### config.mk
export PLATFORM = sky130hd
export DESIGN_NAME = gauss_boxcar_filter
export DESIGN_NICKNAME = d
export VERILOG_FILES = /design/src/rtl/gbf_pkg.sv /design/src/rtl/gbf_integ.sv /design/src/rtl/gbf_comb.sv /design/src/rtl/gauss_boxcar_filter.sv
export SDC_FILE = /design/constraint.sdc
export NUM_CORES = 2
export LEC_CHECK = 0
export ABC_CLOCK_PERIOD_IN_PS = 18000
export BUFFER_PORTS_ARGS = -buffer_cell sky130_fd_sc_hd__buf_2
export CAP_MARGIN = 30
export CELL_PAD_IN_SITES_DETAIL_PLACEMENT = 0
export CELL_PAD_IN_SITES_GLOBAL_PLACEMENT = 2
export CORE_MARGIN = 10
export CORE_UTILIZATION = 48
export DETAILED_ROUTE_END_ITERATION = 8
export GPL_ROUTABILITY_DRIVEN = 0
export GPL_TIMING_DRIVEN = 0
export MAX_ROUTING_LAYER = met4
export PLACE_DENSITY_LB_ADDON = 0.1
export SLEW_MARGIN = 40
export SYNTH_ARGS = -nofsm -noshare
export SYNTH_HDL_FRONTEND = slang
export SYNTH_SLANG_ARGS = --single-unit
### constraint.sdc
create_clock -name clk -period 18 [get_ports clk]
set_clock_uncertainty 0.15 [all_clocks]
set_input_delay 2.7 -clock clk [delete_from_list [all_inputs] [get_ports clk]]
set_output_delay 2.7 -clock clk [all_outputs]
set_load 0.01 [all_outputs]
### src/rtl/gbf_pkg.sv
// Shared constants and sizing helpers for the cascaded boxcar filter.
// Assumes the boxcar length is at least 2.
package gbf_pkg;

    // Number of boxcar sections in the cascade.
    localparam int STAGES = 4;

    // Register stages from an accepted input to its output.
    localparam int LATENCY = 2 * STAGES;

    // Bits of growth needed for the cascade gain of taps^STAGES.
    function automatic int growth(input int taps);
        return STAGES * $clog2(taps);
    endfunction

endpackage

### src/rtl/gbf_integ.sv
// One integrator section: adds each accepted sample into a wrapping
// accumulator and presents the accumulator as a registered output.
// Assumes W is wide enough that the downstream differencers undo the wrap.
module gbf_integ #(
    parameter int W = 24
) (
    input  logic                clk,
    input  logic                rst_n,
    input  logic                in_vld,
    input  logic signed [W-1:0] in_dat,
    output logic                out_vld,
    output logic signed [W-1:0] out_dat
);

    // Accumulate on accepted samples and pass the strobe one cycle on.
    always_ff @(posedge clk) begin
        if (!rst_n) begin
            out_dat <= '0;
            out_vld <= 1'b0;
        end else begin
            out_vld <= in_vld;
            if (in_vld) begin
                out_dat <= out_dat + in_dat;
            end
        end
    end

endmodule

### src/rtl/gbf_comb.sv
// One differencer section: subtracts the input seen DEPTH accepted
// samples earlier from the current input.
// Assumes its strobe only advances the delay line, never idle cycles.
module gbf_comb #(
    parameter int W     = 24,
    parameter int DEPTH = 8
) (
    input  logic                clk,
    input  logic                rst_n,
    input  logic                in_vld,
    input  logic signed [W-1:0] in_dat,
    output logic                out_vld,
    output logic signed [W-1:0] out_dat
);

    logic signed [W-1:0] hist [DEPTH];

    // Shift the sample history on accepted samples only.
    always_ff @(posedge clk) begin
        if (!rst_n) begin
            for (int i = 0; i < DEPTH; i++) begin
                hist[i] <= '0;
            end
        end else if (in_vld) begin
            hist[0] <= in_dat;
            for (int i = 1; i < DEPTH; i++) begin
                hist[i] <= hist[i-1];
            end
        end
    end

    // Form the delayed difference and pass the strobe one cycle on.
    always_ff @(posedge clk) begin
        if (!rst_n) begin
            out_dat <= '0;
            out_vld <= 1'b0;
        end else begin
            out_vld <= in_vld;
            if (in_vld) begin
                out_dat <= in_dat - hist[DEPTH-1];
            end
        end
    end

endmodule

### src/rtl/gauss_boxcar_filter.sv
// Four running-sum sections in cascade, built as four integrators
// followed by four differencers. Gain is TAPS^4. With NORM set, the
// result is shifted back to DATA_W bits (TAPS must be a power of two).
module gauss_boxcar_filter
    import gbf_pkg::*;
#(
    parameter int  DATA_W = 12,
    parameter int  TAPS   = 8,
    parameter bit  NORM   = 1'b0,
    localparam int ACC_W  = DATA_W + growth(TAPS),
    localparam int OUT_W  = NORM ? DATA_W : ACC_W
) (
    input  logic                    clk,
    input  logic                    rst_n,
    input  logic                    din_vld,
    input  logic signed [DATA_W-1:0] din,
    output logic                    dout_vld,
    output logic signed [OUT_W-1:0] dout
);

    localparam int GROW  = ACC_W - DATA_W;

    logic signed [ACC_W-1:0] i_dat [STAGES+1];
    logic                    i_vld [STAGES+1];
    logic signed [ACC_W-1:0] c_dat [STAGES+1];
    logic                    c_vld [STAGES+1];

    // Sign-extend the input into the accumulator width.
    assign i_dat[0] = {{GROW{din[DATA_W-1]}}, din};
    assign i_vld[0] = din_vld;

    // Integrator chain.
    for (genvar s = 0; s < STAGES; s++) begin : g_integ
        gbf_integ #(.W(ACC_W)) u_integ (
            .clk    (clk),
            .rst_n  (rst_n),
            .in_vld (i_vld[s]),
            .in_dat (i_dat[s]),
            .out_vld(i_vld[s+1]),
            .out_dat(i_dat[s+1])
        );
    end

    assign c_dat[0] = i_dat[STAGES];
    assign c_vld[0] = i_vld[STAGES];

    // Differencer chain.
    for (genvar s = 0; s < STAGES; s++) begin : g_comb
        gbf_comb #(.W(ACC_W), .DEPTH(TAPS)) u_comb (
            .clk    (clk),
            .rst_n  (rst_n),
            .in_vld (c_vld[s]),
            .in_dat (c_dat[s]),
            .out_vld(c_vld[s+1]),
            .out_dat(c_dat[s+1])
        );
    end

    assign dout_vld = c_vld[STAGES];

    // Output scaling: full gain, or arithmetic shift back to unity gain.
    if (NORM) begin : g_norm
        assign dout = OUT_W'(c_dat[STAGES] >>> GROW);
    end else begin : g_full
        assign dout = c_dat[STAGES];
    end

endmodule

==> metrics.yaml <==
outcome:
  outcome: "completed"
yosys:
  synth_top_area_cell: "edfxtp_1"
  syn_avg_cell_area_um2: 12.1
  synthFlopType: "edfxtp_1"
  mappedNetlistArea_um2: 44300
  synth_cell_types: 72
  synth_edf_count: 768
  yosys-top-cells-area: "edfxtp_1 (52%), dfxtp_1 (9.0%), and3_1 (8.3%)"
  syn_inst: 3670
  synthTopCellsByCount: "edfxtp_1 (768), and3_1 (588), nor2_1 (208), and2_1 (200), dfxtp_1 (200)"
  seq_area_frac_synth: 0.611
  synthArstFlopShare: 0
  yosys.area.top_type_share: 0.521
  yosysMostFrequentCell: "edfxtp_1"
  synth_warnings: 0
  synth_nets: 3877
  ys_ff_latch: 968
layout:
  syn_to_final_growth_pct: 11.8
  drive_gt1_frac: 0.0678
  nFillCells: 7773
  fin_nets: 4029
setup_path:
  path_delay_family: "compound AO/OA/AOI/OAI gates"
  path_class: "input port to register"
  crit_chain: "buf_2 > ha_1 > a211oi_1 > o21ai_0 > a21oi_1 > a21oi_1 > a31oi_1 > o21ai_1 > a2111oi_0 > a221oi_1 > mux2i_1"
  critPathSlowestCell: "a2111oi_0"
  start_kind: "input port"
  slowest_delay_ns: 0.44
  cpMostUsedCell: "a21oi_1"
  cp.arrival_ns: 5.60
  crit_buf_inv: 1
  path_max_fanout: 4
  crit_path_end_kind: "register"
  critPathRequiredTime_ns: 18.41
sta:
  post-route-min-period_ns: 5.19
  max_freq_ghz: 0.192
  fin_crit_sh: 0.289
  hold_ws_ns: 0.318
  finalHoldViolCount: 0
  worst_pin_slew_ns: 0.856
  setup-tns-final_ns: 0
  max_slew_margin: 0.429
  rsz0062_at_grt: "false"
  setup_viol: 0
  slew_viol_final: 0
routing:
  first_pass_iters: 6
  drc_errors: 0
  drt_iter0_markers: 2620
  vias_per_cell: 5.64
  wl_per_cell_um: 21.4
  vias: 28700
  ant_nets: 0
  wl_mm: 109
run:
  maxCapViolations: 0
floorplanning:
  num_rows: 111
  start_util: 0.484
  core_um2: 91500
  chipWidth_um: 324
  fp.dieH_um: 324
  io_pins: 40
  fp.dieArea_um2: 105000
clock_tree:
  tritoncts: "done"
  cts.repair.resized: 0
  cts_hold_buf: 0
  numCtsBuffers: 103
  cts_root_buf: "clkbuf_16"
  htreeDepth: 3
  clkSinkCount: 968
  post_cts.repair.setup_buffers: 0
  clk_latency_ns: 0.70
  path_clk_slew_ns: 0.06
  cts_buffer_depth: 3
min_path:
  hp-class: "register to register"
power_and_ir_drop:
  p_leak_uw: 0.0216
  p_int_uw: 3780
  power_switching_uw: 1150
  p_sw_frac: 0.234
  power.density_nw_per_um2: 99.6
  combinationalPowerShare: 0.071
  clkPwrFrac: 0.414
  ir_worst_vdd_v: 0.0000702
  power_frac_seq: 0.514
  power_uw: 4930
placed_design:
  place.port_buffers: 38
  dp_hpwl_mm: 79.8
grt:
  antenna_found_initial: 5
  grt_max_degree: 92
  grt_remaining_overflow: 0
  grt_use_total: 0.213
  grt_pass1_wl_mm: 167
  grt_pass1_vias: 28200
[power by group through the flow]
| stage | Sequential (uW) | Combinational, uW | Clock, uW |
|---|---|---|---|
| CTS | 2540 | 352 | 2090 |
| floorplan | 2580 | 248 | 0 |
| global placement | 2600 | 332 | 0 |
| global route | 2550 | 391 | 2190 |
| detailed placement | 2590 | 350 | 0 |
| finish | 2540 | 350 | 2040 |
[worst reg2reg max path: cells and delay by family, from the launching register on]
kind                     cells  cell delay [ns]
AO/OA/AOI/OAI                5             1.63
AND/OR/NAND/NOR              3             0.66
flip-flops                   1             0.35
buffers and inverters        1             0.16
XOR/XNOR                     1             0.27
adder cells (fa/ha/maj)      1             0.28
[layer usage]
layer / vias up / wire (um) / track usage
met1: 14200 / 50300 / 0.286
met4: 0 / 3130 / 0.0672
met3: 172 / 4530 / 0.0257
met5: - / 0 / -
li1: 13800 / - / -
met2: 596 / 50800 / 0.338
[metrics by stage]
stage,worst slack (ns),cells,cell area [um2],util
2_1_floorplan,10.23,3670,44300,-
3_3_place_gp,7.86,4894,45900,0.502
3_5_place_dp,12.16,4903,46200,0.505
4_1_cts,12.87,5094,49500,0.541
5_1_grt,12.53,5094,49500,0.541
6_report,12.81,5095,49500,0.541
[state kept, by name, summed over array words and instances (netlist names)]
name	flops
g_integ.u_integ.out_vld	4
g_comb.u_comb.hist	768
g_comb.u_comb.out_vld	4
g_comb.u_comb.out_dat	96
g_integ.u_integ.out_dat	96
[area by class of cell]
type	count	area, um2	area share
well taps	1186	1480	0.0300
flip-flops and latches	968	27100	0.547
plain buffers	232	983	0.0199
clock buffers	125	2690	0.0544
multi-input cells	2329	15700	0.317
clock inverters	66	563	0.0114
repair buffers	47	438	0.00885
inverters	141	559	0.0113
diodes	1	2.50	0.0000506
[layout by cell type (no fill, tap or decap), types with 13 or more instances in the layout]
cell type,instances
and3_1,588
a21o_1,92
o21ai_0,120
a211oi_1,36
xor2_1,51
buf_2,40
dfxtp_1,200
o21a_1,22
xnor2_1,79
clkinv_1,22
nand2b_1,27
nand2_1,139
edfxtp_1,768
clkbuf_2,16
clkinv_2,23
and2_1,200
a31oi_1,20
a21oi_1,163
nor3_1,29
nand3b_1,17
nand4_1,17
ha_1,184
mux2i_1,83
nor2b_1,33
o21ai_1,13
clkbuf_1,201
clkbuf_16,104
inv_1,137
or3_1,14
buf_4,24
nand3_1,34
nor2_1,207
[path summary, 6_finish.rpt]
path                                         end                      startpoint  slack (ns)  depth (start not counted)
setup / recovery  g_integ[0].u_integ.out_dat[23]                          din[1]       12.81                         11
hold / removal    g_integ[0].u_integ.out_dat[23]  g_integ[0].u_integ.out_dat[23]        0.32                          2
hold reg to reg   g_integ[0].u_integ.out_dat[23]  g_integ[0].u_integ.out_dat[23]        0.32                          2
setup reg to reg  g_integ[2].u_integ.out_dat[23]  g_integ[2].u_integ.out_dat[13]       14.39                         11
[cell families after synthesis]
| group | share of synthesized area |
|---|---|
| flops | 0.611 |
| mux | 0.0193 |
| fa+ha+maj | 0.0556 |
| buf+inv | 0.0337 |
| simple gates | 0.169 |
| compound gates | 0.0850 |
| xor+xnor | 0.0257 |
Note: power is estimated with default switching activity, not from simulation.
